`src/rtl/zc_phase_meter.sv`:
```
`timescale 1ns/1ps
module zc_phase_meter #(
  parameter int FRAC_W = 16,
  parameter int SHIFT  = 6
) (
  input  logic            clk,
  input  logic            rst_n,
  input  logic            zc_volt,
  input  logic            zc_cap,
  input  logic            sample_strobe,
  output logic [FRAC_W:0] phase_out
);
  localparam int ACC_W = FRAC_W + SHIFT + 1;

  logic [1:0]       volt_s, cap_s;
  logic             xor_s;
  logic [ACC_W-1:0] acc, acc_nxt, step;

  assign xor_s   = volt_s[1] ^ cap_s[1];
  assign step    = {{SHIFT{1'b0}}, 1'b1, {FRAC_W{1'b0}}};
  assign acc_nxt = acc - (acc >> SHIFT) + (xor_s ? step : '0);

  always_ff @(posedge clk or negedge rst_n) begin
    if (!rst_n) begin
      volt_s    <= '0;
      cap_s     <= '0;
      acc       <= '0;
      phase_out <= '0;
    end else begin
      volt_s <= {volt_s[0], zc_volt};
      cap_s  <= {cap_s[0], zc_cap};
      acc    <= acc_nxt;
      if (sample_strobe) phase_out <= acc[ACC_W-1:SHIFT];
    end
  end
endmodule

```
`config.mk`:
```
export PLATFORM = sky130hd
export DESIGN_NAME = zc_phase_meter
export DESIGN_NICKNAME = d
export VERILOG_FILES = /design/src/rtl/zc_phase_meter.sv
export SDC_FILE = /design/constraint.sdc
export NUM_CORES = 1
export LEC_CHECK = 0
export BUFFER_PORTS_ARGS = -buffer_cell sky130_fd_sc_hd__buf_2
export CELL_PAD_IN_SITES_DETAIL_PLACEMENT = 1
export CELL_PAD_IN_SITES_GLOBAL_PLACEMENT = 1
export CORE_UTILIZATION = 35
export DETAILED_ROUTE_END_ITERATION = 10
export PLACE_DENSITY = 0.7
export SLEW_MARGIN = 10
export SYNTH_ARGS = -nofsm -noshare
export SYNTH_HDL_FRONTEND = slang
export SYNTH_SLANG_ARGS = --single-unit
```
`constraint.sdc`:
```
create_clock -name clk -period 2.7 [get_ports clk]
set_input_delay 0 -clock clk [delete_from_list [all_inputs] [get_ports clk]]
set_output_delay 0 -clock clk [all_outputs]
set_load 0.005 [all_outputs]
```
==> Word-level counts from Yosys, hierarchy flattened <==
Index checks and enable logic that the tools add are counted.
{ "totals": {"elab_cells": 8, "regBits": 44, "in_bits": 5, "out_inout_bits": 17} }
{ "classes": {"mux": 1, "add_sub_neg": 2, "bitwise": 1} }
{ "op_table": {"columns": ["operator", "n"], "rows": [
  ["$add A23 B17 Y23", 1],
  ["$sub A23 B17 Y23", 1],
  ["$mux W17", 1],
  ["$xor A1 B1 Y1", 1]
]} }

==> Depth between registers and ports, before layout <==
Gate-level depths: netlist of the first run.
{ "logic_depth": {"depth_word": 3, "ltp_mapped": 12, "depth_no_buf": 12} }

==> Worst setup path after synthesis of the first run <==
OpenSTA, ideal clock, no wires.
{ "synth_path": {"path_kind": "register -> register", "from": "register cap_s[1]", "to": "register acc[22]", "n_path_buf": 0, "arrival_time_ns": 2.238, "setup_time_ns": 0.133, "period_less_slack_ns": 2.372, "required_ns": 2.567, "path_stages_with_launch": 11, "setup_slack_ns": 0.328, "cell_sequence": "dfrtp_1 > xnor2_1 > fa_1 > inv_1 > ha_1 > nand2_1 > or2_2 > nor2_1 > a221o_2 > mux2i_1 > nand4_1"} }
{ "synth_between": {"elab_chain_len": 3} }
{ "synth_lines": {"columns": ["element", "line", "source"], "rows": [
  ["start: declaration", "15", "logic [1:0] volt_s, cap_s;"],
  ["start signal: assignment", "31", "cap_s <= {cap_s[0], zc_cap};"],
  ["$xor A1 B1 Y1", "19", "assign xor_s = volt_s[1] ^ cap_s[1];"],
  ["$mux W17", "21", "assign acc_nxt = acc - (acc >> SHIFT) + (xor_s ? step : '0);"],
  ["$add A23 B17 Y23", "21", null],
  ["named net acc_nxt[22]", "17", "logic [ACC_W-1:0] acc, acc_nxt, step;"],
  ["end signal: assignment", "32", "acc <= acc_nxt;"],
  ["end: declaration", "17", null]
]} }
The timed path passes the listed nets, and every way through them passes these cells.
A chain may end at the register's enable or synchronous reset.

==> Worst setup path in the final report of the first run <==
Ends and elaborated chain as after synthesis.

==> impl_results.md, run 1 <==
- Status: complete, no violations
- Reg area: 1100 um2
- Yosys warning count: 0
- Post-CTS repair timing setup buffer count: 0
- Core area: 7410 um2
- CTS Buffer Depth: 2
- Worst Reg2Reg Path Length in Cells: 10
- Vias in the first global route: 2,108
- CP Max Fanout: 6
- Port Buffers: 21
- Syn nets: 297
- Average size of a mapped cell: between 10 and 15 um2
- Routed Wire Length: 6390 um
- Final setup viols: 0
- Clk slew on worst S/H paths: ~90 ps
- Final clock skew: 11.8 ps
- Row count: 31
- IO Pins: 22
- Sequential cell area fraction in the yosys report: 0.401
- WHS Path Cells: 2
- F_max: 392 MHz
- Gr usage total: 0.170
- Tmin final: approximately 2600 ps
- Crit path from: cap_s[1]$_DFF_PN0_
- Async SR Flop Fraction: 1.00
- Initial core utilization: 0.370
- Hold wc startpoint: sample_strobe
- GR Layer Usage met1: 0.238
- Routed len/inst: 16.8 um
- DRT Pass-1 Iters: 4
- CTS sink count: 44
- CP endpoint kind: flip-flop
- Later-pin clock latency in the skew report: 300 ps
- Max-Cap Viols: 0
- Initial DRC count: 96
- Synthesized flop and latch total: 44
- Die height: 90.5 um
- Gp weighted congestion: 0.818
- # diodes: 0
- Final cycle utilization of the critical path: 0.945
- Met2 global-route usage: 0.276
- Grt total ovfl: 0
- Commonest non-fill, non-tap cell in the layout: dfrtp_1
- Met3 usage: 0.0210
- EDFF count, synth: 0
- Worst r2r src: cap_s[1]$_DFF_PN0_
- Critical path required time: around 2900 ps
- Die Span X: about 91 um
- # DRC: 0
- Synth cell types: 50
- CTS tree: done
- Ys flop type: dfrtp_1
- Most used routing layer: met2
- Slew margin rel.: 0.338
- # H-tree levels: 2
- Area Overhead vs Synth: 14.1%
- Multi-input logic area: 1560 um2
- Nets@finish: about 330
- CP Launch Type: flip-flop
- Syn Inst Count: 253
- Die Area: 8200 um2
- First-pass GRT wire length: about 11,000 um
- Fin worst setup slack: about 150 ps
- Post-DP HPWL: 5090 um
- Hold Fails Final Rpt: 0
- Share of cells above drive strength 1: 0.227
- Fillers: 842
- ANT nets after route: 0
- CTS Buf Count: 5
- Arr. time, crit path: ~2700 ps
- Initial antenna violation count: 0
- DP Worst Slack: between 5 and 6 ps
- Slew @ Worst Pin: 993 ps
- Via count: about 2,000
- Slew Limit Fails: 0
- WS Path Type: reg -> reg
- Commonest non-fill, non-tap cells in the layout: dfrtp_1, ha_1, inv_1
- Synthesized area: 2740 um2
- Setup TNS: 0 ps
- HP Class: in -> reg
- Largest net degree at the start of global routing: 45
- Vias per cell: 5.13
- CTS Root Cell: clkbuf_8
- RSZ-0062 raised after global routing: no
==> kinds of logic (layout without fill, tap and decap cells) <==
family                   after synthesis  in the layout  share of synthesized area
adder cells (fa/ha/maj)               39             39                      0.183
buffers and inverters                 30             59                     0.0415
AND/OR/NAND/NOR                       46             46                     0.0857
AO/OA/AOI/OAI                         58             58                      0.157
XOR/XNOR                              18             18                     0.0575
multiplexers                          18             18                     0.0734
flip-flops                            44             44                      0.401
==> metal layers <==
layer / vias to the layer above / share of wire
li1: 958 / -
met1: 960 / 0.50
met2: 30 / 0.46
met3: 5 / 0.020
met4: 0 / 0.013
met5: - / 0
==> through the flow <==
step                instances  utilization  instance area [um2]  hold WS, ps
floorplan                 253            -                 2740         -296
global placement          370        0.401                 2970          113
detailed placement        370        0.401                 2970          114
CTS                       381        0.420                 3110          239
global route              381        0.423                 3130          254
finish                    381        0.423                 3130          241
==> synth_stat cells, drive strengths merged (4+ instances only) <==
master / instances / area [um2]
dfrtp: 44 / 1100
ha: 37 / 463
inv: 25 / 93.8
a21oi: 19 / 98.9
mux2: 17 / 191
nand2: 12 / 45.0
o21ai: 10 / 53.8
xor2: 10 / 87.6
nor2: 8 / 30.0
xnor2: 8 / 70.1
a21o: 5 / 40.0
clkbuf: 4 / 15.0
nor3: 4 / 20.0
==> cell type report <==
| cell class | count | share of cell area |
|---|---|---|
| clock buffer | 6 | 0.0232 |
| clock inverter | 2 | 0.0112 |
| sequential | 44 | 0.352 |
| tap | 99 | 0.0396 |
| inverter | 25 | 0.0300 |
| multi-input combinational | 179 | 0.497 |
| timing repair buffer | 26 | 0.0479 |
==> sequential cells by signal (all words and copies together) (netlist names) <==
register   cells
phase_out     17
acc           23
volt_s         2
cap_s          2
==> final timing paths <==
check                      slack (ps)                   endpoint
setup / recovery                  150          acc[22]$_DFF_PN0_
hold / removal                    240  phase_out[14]$_DFFE_PN0P_
setup reg to reg                  150          acc[22]$_DFF_PN0_
hold reg to reg                   370        volt_s[1]$_DFF_PN0_
max in group asynchronous        1680          acc[14]$_DFF_PN0_
min in group asynchronous         410           acc[0]$_DFF_PN0_
==> worst max-delay path: stages, from the launching register on <==
cell	delay, ps
dfrtp_1	400
xnor2_1	150
fa_1	490
inv_1	70
ha_4	300
nand2_1	90
or2_2	330
nor2_1	120
a221o_2	190
mux2i_1	180
nand4_1	100
==> what timing repair did <==
action | CTS | global route
resized for setup | 1 | 6
endpoints found under the setup margin | 1 | 6
hold endpoints to repair | 46 | 0
hold buffers | 3 | 0
pin swaps | 0 | 2
Power of run 1 is not shown: default switching activity piles up to over one toggle a cycle in this logic, so the estimate is an artifact.
==> inputs of run 2 (changes only) <==
--- a/config.mk
+++ b/config.mk
@@ -9,6 +9,7 @@
 export CELL_PAD_IN_SITES_DETAIL_PLACEMENT = 1
 export CELL_PAD_IN_SITES_GLOBAL_PLACEMENT = 1
 export CORE_UTILIZATION = 35
+export CTS_BUF_LIST = sky130_fd_sc_hd__clkbuf_2 sky130_fd_sc_hd__clkbuf_4 sky130_fd_sc_hd__clkbuf_8
 export DETAILED_ROUTE_END_ITERATION = 10
 export PLACE_DENSITY = 0.7
 export SLEW_MARGIN = 10
==> impl_results.md, run 2 (synthesis gave the netlist of run 1 again) <==
- RSZ-0062 raised after global routing: no
- Post-CTS repair timing setup buffer count: 0
- CTS sink count: 44
- Routed len/inst: 16.8 um
- # DRC: 0
- Hold Fails Final Rpt: 0
- Met2 global-route usage: 0.273
- Fin worst setup slack: 154 ps
- Gp weighted congestion: 0.818
- DRT Pass-1 Iters: 4
- Buf+Inv Stages, Crit Path: 1
- Fillers: 844
- Multi-input logic area: 1560 um2
- Final setup viols: 0
- Setup TNS: 0 ps
- Final clock skew: 13.6 ps
- Gr usage total: 0.170
- CTS Buf Count: 5
- Via count: 1,943
- # H-tree levels: 2
- Later-pin clock latency in the skew report: around 300 ps
- Row count: 31
- IO Pins: 22
- F_max: around 390 MHz
- Initial DRC count: around 120
- CTS Root Cell: clkbuf_8
- Largest net degree at the start of global routing: 45
- Worst Reg2Reg Path Length in Cells: 10
- Port Buffers: 21
- Final cycle utilization of the critical path: 0.943
- Delay-heaviest family, CP: adder cells
- Die Span X: 90.5 um
- Core area: 7410 um2
- Area Overhead vs Synth: 14.3%
- Largest stage delay on the critical path: 490 ps
- Die Area: 8200 um2
- Initial antenna violation count: 0
- Die height: 90.5 um
- Most used routing layer: met2
- Biggest register: acc
- Slew @ Worst Pin: 998 ps
- Slew margin rel.: 0.335
- Routed Wire Length: between 6000 and 7000 um
- Slew Limit Fails: 0
- DP Area: 2970 um2
- Biggest regs: acc x23, phase_out x17
- Critical path required time: about 2900 ps
- CP Max Fanout: 6
- Post-route cell area: 3140 um2
- CP endpoint kind: flip-flop
- Nets@finish: 325
- Crit-path cells: xnor2_1 > fa_1 > inv_1 > ha_4 > nand2_1 > or2_2 > nor2_1 > a221o_2 > mux2i_1 > nand4_1
- WS Path Type: reg -> reg
- Commonest non-fill, non-tap cell in the layout: dfrtp_1
- Commonest non-fill, non-tap cells in the layout: dfrtp_1, ha_1, inv_1
- Vias per cell: 5.10
- Tmin final: 2550 ps
- GR Layer Usage met1: 0.239
- WHS Path Cells: 2
- CTS Buffer Depth: 2
- HP Class: in -> reg
- Reg area: 1100 um2
- WP depth: 10
- Met3 usage: 0.0210
- Critical path's slowest cell: fa_1
- Arr. time, crit path: 2730 ps
- Max-Cap Viols: 0
- Status: complete, no violations
- Clk slew on worst S/H paths: 90 ps
- Vias in the first global route: 2,106
- Share of cells above drive strength 1: 0.230
- Initial core utilization: 0.370
- Grt total ovfl: 0
- Fin Hold WS: 239 ps
- # diodes: 0
- Max reg flops: 23
- CTS tree: done
- ANT nets after route: 0
- Post-DP HPWL: 5090 um
- First-pass GRT wire length: 10,900 um
- CP Launch Type: flip-flop
- DP Worst Slack: 5.62 ps
[run 2: area by class of cell]
class / count / area share
Multi-Input combinational cell: 179 / 0.496
Sequential cell: 44 / 0.351
Timing Repair Buffer: 26 / 0.0479
Tap cell: 99 / 0.0395
Inverter: 25 / 0.0299
Clock buffer: 6 / 0.0243
Clock inverter: 2 / 0.0112
[run 2: worst paths after layout]
check,startpoint,to,slack (ps)
max in group asynchronous,rst_n,acc[14]$_DFF_PN0_,1680
hold reg to reg,volt_s[0]$_DFF_PN0_,volt_s[1]$_DFF_PN0_,370
hold / removal,sample_strobe,phase_out[14]$_DFFE_PN0P_,240
min in group asynchronous,rst_n,acc[8]$_DFF_PN0_,410
setup reg to reg,cap_s[1]$_DFF_PN0_,acc[22]$_DFF_PN0_,150
setup / recovery,cap_s[1]$_DFF_PN0_,acc[22]$_DFF_PN0_,150
[run 2: per-layer routing]
layer  vias to the layer above  routed length (um)
met3                         5                 120
met4                         0                  80
met5                         -                   0
met1                       953                3210
met2                        26                2980
li1                        959                   -
[run 2: worst reg2reg max path, cell delays in order (launching register included)]
cell     delay, ps
dfrtp_1        400
xnor2_1        150
fa_1           490
inv_1           70
ha_4           300
nand2_1         90
or2_2          330
nor2_1         120
a221o_2        190
mux2i_1        190
nand4_1        100
[run 2: through the flow]
step,util,cells
after CTS,0.420,381
after global placement,0.401,370
after detailed placement,0.401,370
after global routing,0.423,381
final,0.423,381
after floorplan,-,253
[run 2: repair_timing]
item                                    in CTS  in global routing
hold buffers                                 3                  0
pin swaps                                    0                  2
endpoints found under the hold margin       46                  0
resized for setup                            1                  6
gates cloned                                 0                  0
endpoints found under the setup margin       1                  6
Power of run 2 is left out for the same reason.
==> inputs of run 3 (changes only) <==
--- a/config.mk
+++ b/config.mk
@@ -6,12 +6,12 @@
 export NUM_CORES = 1
 export LEC_CHECK = 0
 export BUFFER_PORTS_ARGS = -buffer_cell sky130_fd_sc_hd__buf_2
-export CELL_PAD_IN_SITES_DETAIL_PLACEMENT = 1
-export CELL_PAD_IN_SITES_GLOBAL_PLACEMENT = 1
+export CELL_PAD_IN_SITES_DETAIL_PLACEMENT = 0
+export CELL_PAD_IN_SITES_GLOBAL_PLACEMENT = 2
 export CORE_UTILIZATION = 35
 export CTS_BUF_LIST = sky130_fd_sc_hd__clkbuf_2 sky130_fd_sc_hd__clkbuf_4 sky130_fd_sc_hd__clkbuf_8
 export DETAILED_ROUTE_END_ITERATION = 10
-export PLACE_DENSITY = 0.7
+export PLACE_DENSITY = 0.8
 export SLEW_MARGIN = 10
 export SYNTH_ARGS = -nofsm -noshare
 export SYNTH_HDL_FRONTEND = slang
==> impl_results.md, run 3 (synthesis gave the netlist of run 1 again) <==
- Status: complete, no violations
- Final setup viols: 0
- WS Path Type: reg -> reg
- Area Overhead vs Synth: 14.4%
- Gr usage total: 0.148
- Routed len/inst: 14.5 um
- # H-tree levels: 2
- Commonest non-fill, non-tap cell in the layout: dfrtp_1
- # diodes: 0
- Grt total ovfl: 0
- Final clock skew: between 7 and 8 ps
- Max-Cap Viols: 0
- Biggest regs: acc x23, phase_out x17
- Clk slew on worst S/H paths: 90 ps
- CTS Buffer Depth: 2
- CTS tree: done
- Biggest register: acc
- # DRC: 0
- Slew margin rel.: 0.359
- Die Span X: 90.5 um
- Die Area: around 8000 um2
- Initial DRC count: 58
- Nets@finish: 327
- Slew Limit Fails: 0
- Setup TNS: 0 ps
- CP endpoint kind: flip-flop
- Via count: 1,898
- Post-DP HPWL: 4410 um
- Fillers: 725
- Later-pin clock latency in the skew report: around 300 ps
- Final cycle utilization of the critical path: 0.946
- Hold Fails Final Rpt: 0
- Initial antenna violation count: 0
- RSZ-0062 raised after global routing: no
- CTS Buf Count: 5
- Port Buffers: 21
- CP Max Fanout: 6
- HP Class: in -> reg
- Die height: 90.5 um
- Final std cells w/o fill: 383
- Final design utilization: 0.424
- First-pass GRT wire length: 9390 um
- Core area: between 7000 and 8000 um2
- Max reg flops: 23
- Critical path required time: 2860 ps
- Arr. time, crit path: 2710 ps
- CTS Root Cell: clkbuf_8
- F_max: roughly 390 MHz
- CTS sink count: 44
- IO Pins: 22
- Share of cells above drive strength 1: 0.225
- Vias per cell: 4.96
- ANT nets after route: 0
- DP Area: about 3000 um2
- Routed Wire Length: 5560 um
- Initial core utilization: 0.370
- DRT Pass-1 Iters: 4
- CP Launch Type: flip-flop
- Tmin final: 2550 ps
- Gp weighted congestion: 0.796
- Placed insts: 370
- Slew @ Worst Pin: 961 ps
- Row count: 31
- Largest net degree at the start of global routing: 45
- Commonest non-fill, non-tap cells in the layout: dfrtp_1, ha_1, inv_1
- Post-route cell area: about 3100 um2
- Vias in the first global route: 1,898
[run 3: path summary, 6_finish.rpt]
| path | endpoint | slack, ps | cells after the start | from |
|---|---|---|---|---|
| setup / recovery | acc[19]$_DFF_PN0_ | 150 | 8 | acc[16]$_DFF_PN0_ |
| hold / removal | phase_out[14]$_DFFE_PN0P_ | 230 | 2 | sample_strobe |
| setup reg to reg | acc[19]$_DFF_PN0_ | 150 | 8 | acc[16]$_DFF_PN0_ |
| hold reg to reg | volt_s[1]$_DFF_PN0_ | 360 | 0 | volt_s[0]$_DFF_PN0_ |
| max in group asynchronous | cap_s[1]$_DFF_PN0_ | 1710 | 2 | rst_n |
| min in group asynchronous | acc[2]$_DFF_PN0_ | 390 | 2 | rst_n |
[run 3: stage by stage]
step | hold slack (ps) | worst slack (ps)
after floorplan | -296 | 328
after CTS | 218 | 76.1
after detailed placement | 111 | 74.5
after global routing | 227 | 14.7
after global placement | 116 | 120
final | 228 | 146
[run 3: cell type report]
class	instances	area, um2	area share
timing repair buffer	28	165	0.0526
inverter	25	93.8	0.0299
clock buffer	5	68.8	0.0219
tap	99	124	0.0395
clock inverter	3	42.5	0.0136
multi-input combinational	179	1540	0.492
sequential	44	1100	0.351
[run 3: timing repair]
action	in CTS	in global routing
gates resized for setup	0	3
hold buffers	3	0
setup buffers	0	2
setup endpoints to repair	0	6
hold endpoints to repair	46	0
[run 3: worst max-delay path, stage by stage (launching register included)]
cell      delay (ps)
dfrtp_1          350
inv_1            110
fa_1             430
inv_1             90
ha_1             290
a21o_1           260
o41ai_1          480
o221a_2          280
o311ai_0         140
[run 3: metal layers]
layer,track usage,up-vias,routed length (um)
li1,-,964,-
met1,0.215,897,3020
met2,0.214,29,2270
met3,0.0261,8,163
met4,0.0605,0,99
met5,0,-,0
Power of run 3 is left out for the same reason.
